## src/rtl/nco_pkg.sv

```systemverilog
package nco_pkg;

  typedef enum logic [1:0] {
    QD_RISE = 2'd0,
    QD_FALL = 2'd1,
    QD_NEG_FALL = 2'd2,
    QD_NEG_RISE = 2'd3
  } quad_e;

  localparam real TWO_PI = 6.283185307179586;

  // Round half away from zero.
  function automatic int round_real(input real x);
    if (x >= 0.0) return $rtoi(x + 0.5);
    return -$rtoi(-x + 0.5);
  endfunction

endpackage

```

## src/rtl/nco_phase_acc.sv

```systemverilog
module nco_phase_acc #(
  parameter int PHASE_W = 32
) (
  input  logic               clk,
  input  logic               rst,
  input  logic               en_i,
  input  logic [PHASE_W-1:0] tw_i,
  output logic [PHASE_W-1:0] phase_o
);

  logic [PHASE_W-1:0] acc_q;

  // Wraps naturally at 2^PHASE_W.
  always_ff @(posedge clk) begin
    if (rst) acc_q <= '0;
    else if (en_i) acc_q <= acc_q + tw_i;
  end

  assign phase_o = acc_q;

endmodule

```

## src/rtl/nco_fold.sv

```systemverilog
module nco_fold
  import nco_pkg::*;
#(
  parameter int ADDR_W = 10,
  parameter int OFFSET = 0,
  localparam int QAW = ADDR_W - 2
) (
  input  logic [ADDR_W-1:0] addr_i,
  output logic [QAW-1:0]    idx_o,
  output logic              neg_o
);

  localparam logic [ADDR_W-1:0] OFS = ADDR_W'(OFFSET);

  logic [ADDR_W-1:0] rot;
  quad_e             quad;

  always_comb begin
    rot  = addr_i + OFS;
    quad = quad_e'(rot[ADDR_W-1 -: 2]);
    // Mirror k -> (2^QAW - 1 - k) in the descending quadrants.
    if (quad == QD_FALL || quad == QD_NEG_RISE) idx_o = ~rot[QAW-1:0];
    else idx_o = rot[QAW-1:0];
    neg_o = (quad == QD_NEG_FALL) || (quad == QD_NEG_RISE);
  end

endmodule

```

## src/rtl/nco_qrom.sv

```systemverilog
module nco_qrom
  import nco_pkg::*;
#(
  parameter int ADDR_W = 10,
  parameter int OUT_W = 16,
  localparam int QAW = ADDR_W - 2,
  localparam int QDEPTH = 1 << QAW,
  localparam int MAG_W = OUT_W - 1
) (
  input  logic [QAW-1:0]   idx_i,
  output logic [MAG_W-1:0] mag_o
);

  localparam real AMP = real'((1 << (OUT_W - 1)) - 1);

  // Sample at half-step offsets so the mirrored index is exactly symmetric.
  function automatic int quarter_val(input int k);
    real ang;
    ang = TWO_PI * (real'(k) + 0.5) / real'(1 << ADDR_W);
    return round_real(AMP * $sin(ang));
  endfunction

  logic [MAG_W-1:0] tbl [QDEPTH];

  for (genvar k = 0; k < QDEPTH; k++) begin : g_tbl
    localparam int VAL = quarter_val(k);
    assign tbl[k] = MAG_W'(VAL);
  end

  assign mag_o = tbl[idx_i];

endmodule

```

## src/rtl/nco_quad.sv

```systemverilog
module nco_quad
  import nco_pkg::*;
#(
  parameter int PHASE_W = 32,
  parameter int ADDR_W = 10,
  parameter int OUT_W = 16
) (
  input  logic               clk,
  input  logic               rst,
  input  logic               en_i,
  input  logic [PHASE_W-1:0] tw_i,
  output logic               valid_o,
  output logic [OUT_W-1:0]   sin_o,
  output logic [OUT_W-1:0]   cos_o
);

  localparam int QAW = ADDR_W - 2;
  localparam int QDEPTH = 1 << QAW;
  localparam int MAG_W = OUT_W - 1;
  localparam int NCH = 2;   // channel 0 sine, channel 1 cosine

  logic [PHASE_W-1:0] phase_q;
  logic [ADDR_W-1:0]  addr;

  nco_phase_acc #(.PHASE_W(PHASE_W)) u_acc (
    .clk    (clk),
    .rst    (rst),
    .en_i   (en_i),
    .tw_i   (tw_i),
    .phase_o(phase_q)
  );

  assign addr = phase_q[PHASE_W-1 -: ADDR_W];

  logic [QAW-1:0]   idx_c [NCH];
  logic             neg_c [NCH];
  logic [QAW-1:0]   idx_q [NCH];
  logic             neg_q [NCH];
  logic [MAG_W-1:0] mag_c [NCH];
  logic             v1_q;
  logic [OUT_W-1:0] smp_q [NCH];
  logic             v2_q;

  for (genvar ch = 0; ch < NCH; ch++) begin : g_ch
    // Cosine leads sine by one quarter of the address range.
    nco_fold #(.ADDR_W(ADDR_W), .OFFSET(ch * QDEPTH)) u_fold (
      .addr_i(addr),
      .idx_o (idx_c[ch]),
      .neg_o (neg_c[ch])
    );
    nco_qrom #(.ADDR_W(ADDR_W), .OUT_W(OUT_W)) u_rom (
      .idx_i(idx_q[ch]),
      .mag_o(mag_c[ch])
    );
  end

  // Stage 1: fold the current phase; stage 2: look up and apply sign.
  always_ff @(posedge clk) begin
    if (rst) begin
      v1_q <= 1'b0;
      v2_q <= 1'b0;
      for (int ch = 0; ch < NCH; ch++) begin
        idx_q[ch] <= '0;
        neg_q[ch] <= 1'b0;
        smp_q[ch] <= '0;
      end
    end else begin
      v1_q <= en_i;
      v2_q <= v1_q;
      for (int ch = 0; ch < NCH; ch++) begin
        if (en_i) begin
          idx_q[ch] <= idx_c[ch];
          neg_q[ch] <= neg_c[ch];
        end
        if (v1_q) begin
          if (neg_q[ch]) smp_q[ch] <= -{1'b0, mag_c[ch]};
          else smp_q[ch] <= {1'b0, mag_c[ch]};
        end
      end
    end
  end

  assign valid_o = v2_q;
  assign sin_o   = smp_q[0];
  assign cos_o   = smp_q[1];

endmodule

```

## config.mk

```make
export PLATFORM = sky130hd
export DESIGN_NAME = nco_quad
export DESIGN_NICKNAME = d
export VERILOG_FILES = /design/src/rtl/nco_pkg.sv /design/src/rtl/nco_phase_acc.sv /design/src/rtl/nco_fold.sv /design/src/rtl/nco_qrom.sv /design/src/rtl/nco_quad.sv
export SDC_FILE = /design/constraint.sdc
export NUM_CORES = 1
export LEC_CHECK = 0
export BUFFER_PORTS_ARGS = -buffer_cell sky130_fd_sc_hd__buf_4
export CORE_ASPECT_RATIO = 0.75
export CORE_MARGIN = 2
export CORE_UTILIZATION = 30
export CTS_CLUSTER_DIAMETER = 30
export DETAILED_ROUTE_END_ITERATION = 10
export GPL_ROUTABILITY_DRIVEN = 0
export HOLD_SLACK_MARGIN = 0.08
export PLACE_DENSITY_LB_ADDON = 0.05
export RECOVER_POWER = 50
export SYNTH_ARGS = -nofsm -noshare
export SYNTH_HDL_FRONTEND = slang
export SYNTH_SLANG_ARGS = --single-unit
```

## constraint.sdc

```tcl
create_clock -name clk -period 9.86 [get_ports clk]
set_input_delay 0.986 -clock clk [delete_from_list [all_inputs] [get_ports clk]]
set_output_delay 0.986 -clock clk [all_outputs]
set_load 0.005 [all_outputs]
```

==> flow_metrics.py <==
metrics = {
    "die": {
        "die_y_um": 193,
        "io_pins": 68,
        "start_util_pct": 30.2,
        "die_width_um": 256,
        "rows": 69,
        "core-area_um2": 47200,
        "die_area_um2": 49400,
    },
    "place": {
        "io_buffers": 67,
        "post-dp-hpwl_um": 46800,
    },
    "synthesis": {
        "yosysUniqueCellTypes": 96,
        "synth.most_common_cell": "nor2_1",
        "syn_area_um2": 14300,
        "ys_ff_latch": 84,
        "synth_edf_count": 49,
        "synth_area_leaders": "edfxtp_1 10%, ha_1 6.1%, mux4_2 5.0%",
        "synth_top_area_cell": "edfxtp_1",
        "syn_avg_cell_area_um2": 7.42,
        "async_reset_ff_share_pct": 0,
        "syn_nets": 2032,
        "synth.yosys.seq_area_share_pct": 15.2,
        "synth_top_area_share_pct": 10.3,
        "ys_top_cells_by_count": "186 x nor2_1, 135 x o21ai_0, 128 x a21oi_1, 128 x nand2_1, 106 x clkbuf_1",
        "ys_warn_count": 0,
        "synth_flop_cell": "edfxtp_1",
        "syn_inst": 1924,
    },
    "cts": {
        "clkSinkCount": 84,
        "cts_max_level": 3,
        "clkSlewWorstSetupHoldPaths_ns": 0.07,
        "cts_setup_buffers": 0,
        "cts_tree": "yes",
        "cts_root_buf": "clkbuf_16",
        "clock_path_buffers": 2,
        "post_cts_resized": 0,
        "ctsHoldBuffers": 0,
        "cts_inserted_buffers": 9,
        "clock_latency_ns": 0.38,
    },
    "worst_setup_path": {
        "worstSetupEndpointType": "register",
        "startpoint_type": "register",
        "crit_fanout": 24,
        "crit_type": "register to register",
        "arrival_ns": 5.47,
        "required_ns": 9.98,
        "reg2reg_from": "idx_q[0][9]",
        "crit_start": "idx_q[0][9]",
    },
    "status": {
        "violations": "max-capacitance violations, max-slew violations",
        "status": "complete, but fails checks",
    },
    "sta": {
        "fin_crit_sh_pct": 54.3,
        "tightest_slew_ns": 1.98,
        "slew_violations": 62,
        "setup_violations": 0,
        "rsz0062_at_grt": "no",
        "fmax_mhz": 187,
        "slew_headroom_pct": -31.9,
        "fin_worst_skew_ns": 0.0133,
        "setup_tns_ns": 0,
        "finalHoldViolCount": 0,
        "period_needed_ns": 5.35,
    },
    "pwr": {
        "comb_power_share_pct": 68.1,
        "cellPowerDensity_nw_per_um2": 164,
        "power.switching_uw": 1310,
        "switching_share_pct": 52.3,
        "p_int_uw": 1190,
        "p_leak_uw": 0.00554,
        "clock_power_share_pct": 13.7,
        "power.total_uw": 2500,
        "irDropWorstVdd_mv": 0.0950,
        "seq_power_share_pct": 18.1,
    },
    "routing": {
        "drt_wl_total_um": 66300,
        "highest_layer": "met5",
        "route.met2.wl_um": 25400,
        "drc": 0,
        "vias_per_cell": 6.40,
        "initialDrtViolationCount": 2287,
        "routed-wl-met3_um": 8230,
        "drt-met1-wl_um": 31100,
        "avgRoutedWirePerCell_um": 26.7,
        "antenna_left": 0,
        "vias": 15900,
        "firstDrtPassIters": 6,
    },
    "job": {
        "maxCapViolCount": 2,
    },
    "global_routing": {
        "overflow": 0,
        "grt_pass1_wl_um": 99500,
        "grt_max_degree": 161,
        "antenna_found_initial": 1,
        "grt_pass1_vias": 14700,
        "grtUsageTotal_pct": 26.4,
    },
    "cells_and_area": {
        "drive_gt1_share_pct": 10.8,
        "fin_nets": 1948,
        "area_growth_pct": 6.72,
        "fill_cells": 5127,
    },
    "worst_hold_path": {
        "min_from": "u_acc.phase_o[14]",
        "hold_class": "register to register",
    },
}
## final cells by class
class | instances | area (um^2) | share of cell area [%]
Clock inverter | 5 | 33.8 | 0.222
Timing Repair Buffer | 104 | 772 | 5.06
Tap cell | 639 | 800 | 5.24
Clock buffer | 11 | 244 | 1.60
Inverter | 55 | 206 | 1.35
Multi-Input combinational cell | 1586 | 11000 | 72.2
Sequential cell | 84 | 2170 | 14.2
Antenna cell | 2 | 5.00 | 0.0328
## per-layer routing
metal	up-vias	track usage (%)
li1	7165	-
met1	7652	39.2
met2	984	35.4
met3	117	9.16
met4	2	6.41
met5	-	1.63
## registers in the layout, indices dropped and copies added (netlist names)
name / count
u_acc.phase_o: 32
valid_o: 1
smp_q: 32
v1_q: 1
idx_q: 16
neg_q: 2
## worst max-delay path, cell delays in order, from the launching register on
cell and delay, ns:
edfxtp_1 0.85, inv_1 0.42, ha_1 0.41, buf_4 0.31, nand2b_1 0.54, a21oi_1 0.18, o311ai_0 0.49, nand3_1 0.18
o22ai_1 0.37, o21ai_0 0.17, or4b_4 0.55, o31ai_2 0.27, mux2_1 0.35
## layout by cell type (no fill, tap or decap), drive strengths merged, types with 14 or more instances in the layout
master     n
xor2      24
o311ai    24
clkbuf    47
or2       23
mux2i     49
a2111oi   16
edfxtp    49
nor2b     46
o21ai    135
xnor2     36
nand3     67
a21o      16
o22ai     15
ha        70
o221ai    15
a221oi    16
o31ai     25
dfxtp     35
inv       51
nand2    131
a21oi    128
a311oi    30
a31oi     32
buf       68
nor2     188
a211oi    44
o211ai    24
and2      36
nand2b    68
nor3      35
mux4      32
or3       14
## worst paths after layout
kind / end / slack [ns] / cells past startpoint
worst max-delay path: smp_q[1][13] / 4.51 / 12
worst min-delay path: u_acc.phase_o[14] / 0.47 / 2
worst max register to register: smp_q[1][13] / 4.51 / 12
worst min register to register: u_acc.phase_o[14] / 0.47 / 2
## power by group through the flow
stage	Clock, uW	Combinational [uW]	Sequential, uW
3_5_place_dp	0	1640	462
6_report	344	1710	454
3_3_place_gp	0	1670	462
5_1_grt	371	1830	461
2_1_floorplan	0	1150	454
4_1_cts	361	1650	455
## per-stage QoR
| stage | hold WS [ns] | util [%] | instance area, um^2 | cells | setup slack, ns |
|---|---|---|---|---|---|
| after floorplan | 0.429 | - | 14300 | 1924 | 5.39 |
| after global placement | 0.450 | 31.8 | 15000 | 2468 | 4.71 |
| after detailed placement | 0.465 | 31.8 | 15000 | 2468 | 4.57 |
| after CTS | 0.478 | 32.3 | 15300 | 2484 | 4.55 |
| after global routing | 0.510 | 32.3 | 15200 | 2485 | 4.13 |
| final | 0.471 | 32.3 | 15200 | 2486 | 4.51 |
## cell families (layout without fill, tap and decap cells)
| family | after synthesis | after routing | synth area share, % |
|---|---|---|---|
| adders and majority gates | 73 | 73 | 6.55 |
| and+or+nand+nor | 681 | 681 | 24.3 |
| muxes | 93 | 93 | 9.42 |
| other | 0 | 2 | 0 |
| xor gates and xnor gates | 60 | 60 | 3.68 |
| DFF | 84 | 84 | 15.2 |
| buffers and inverters | 254 | 175 | 7.71 |
| AOI/OAI and AO/OA | 679 | 679 | 33.2 |
Note: power is estimated with default switching activity, not from simulation.
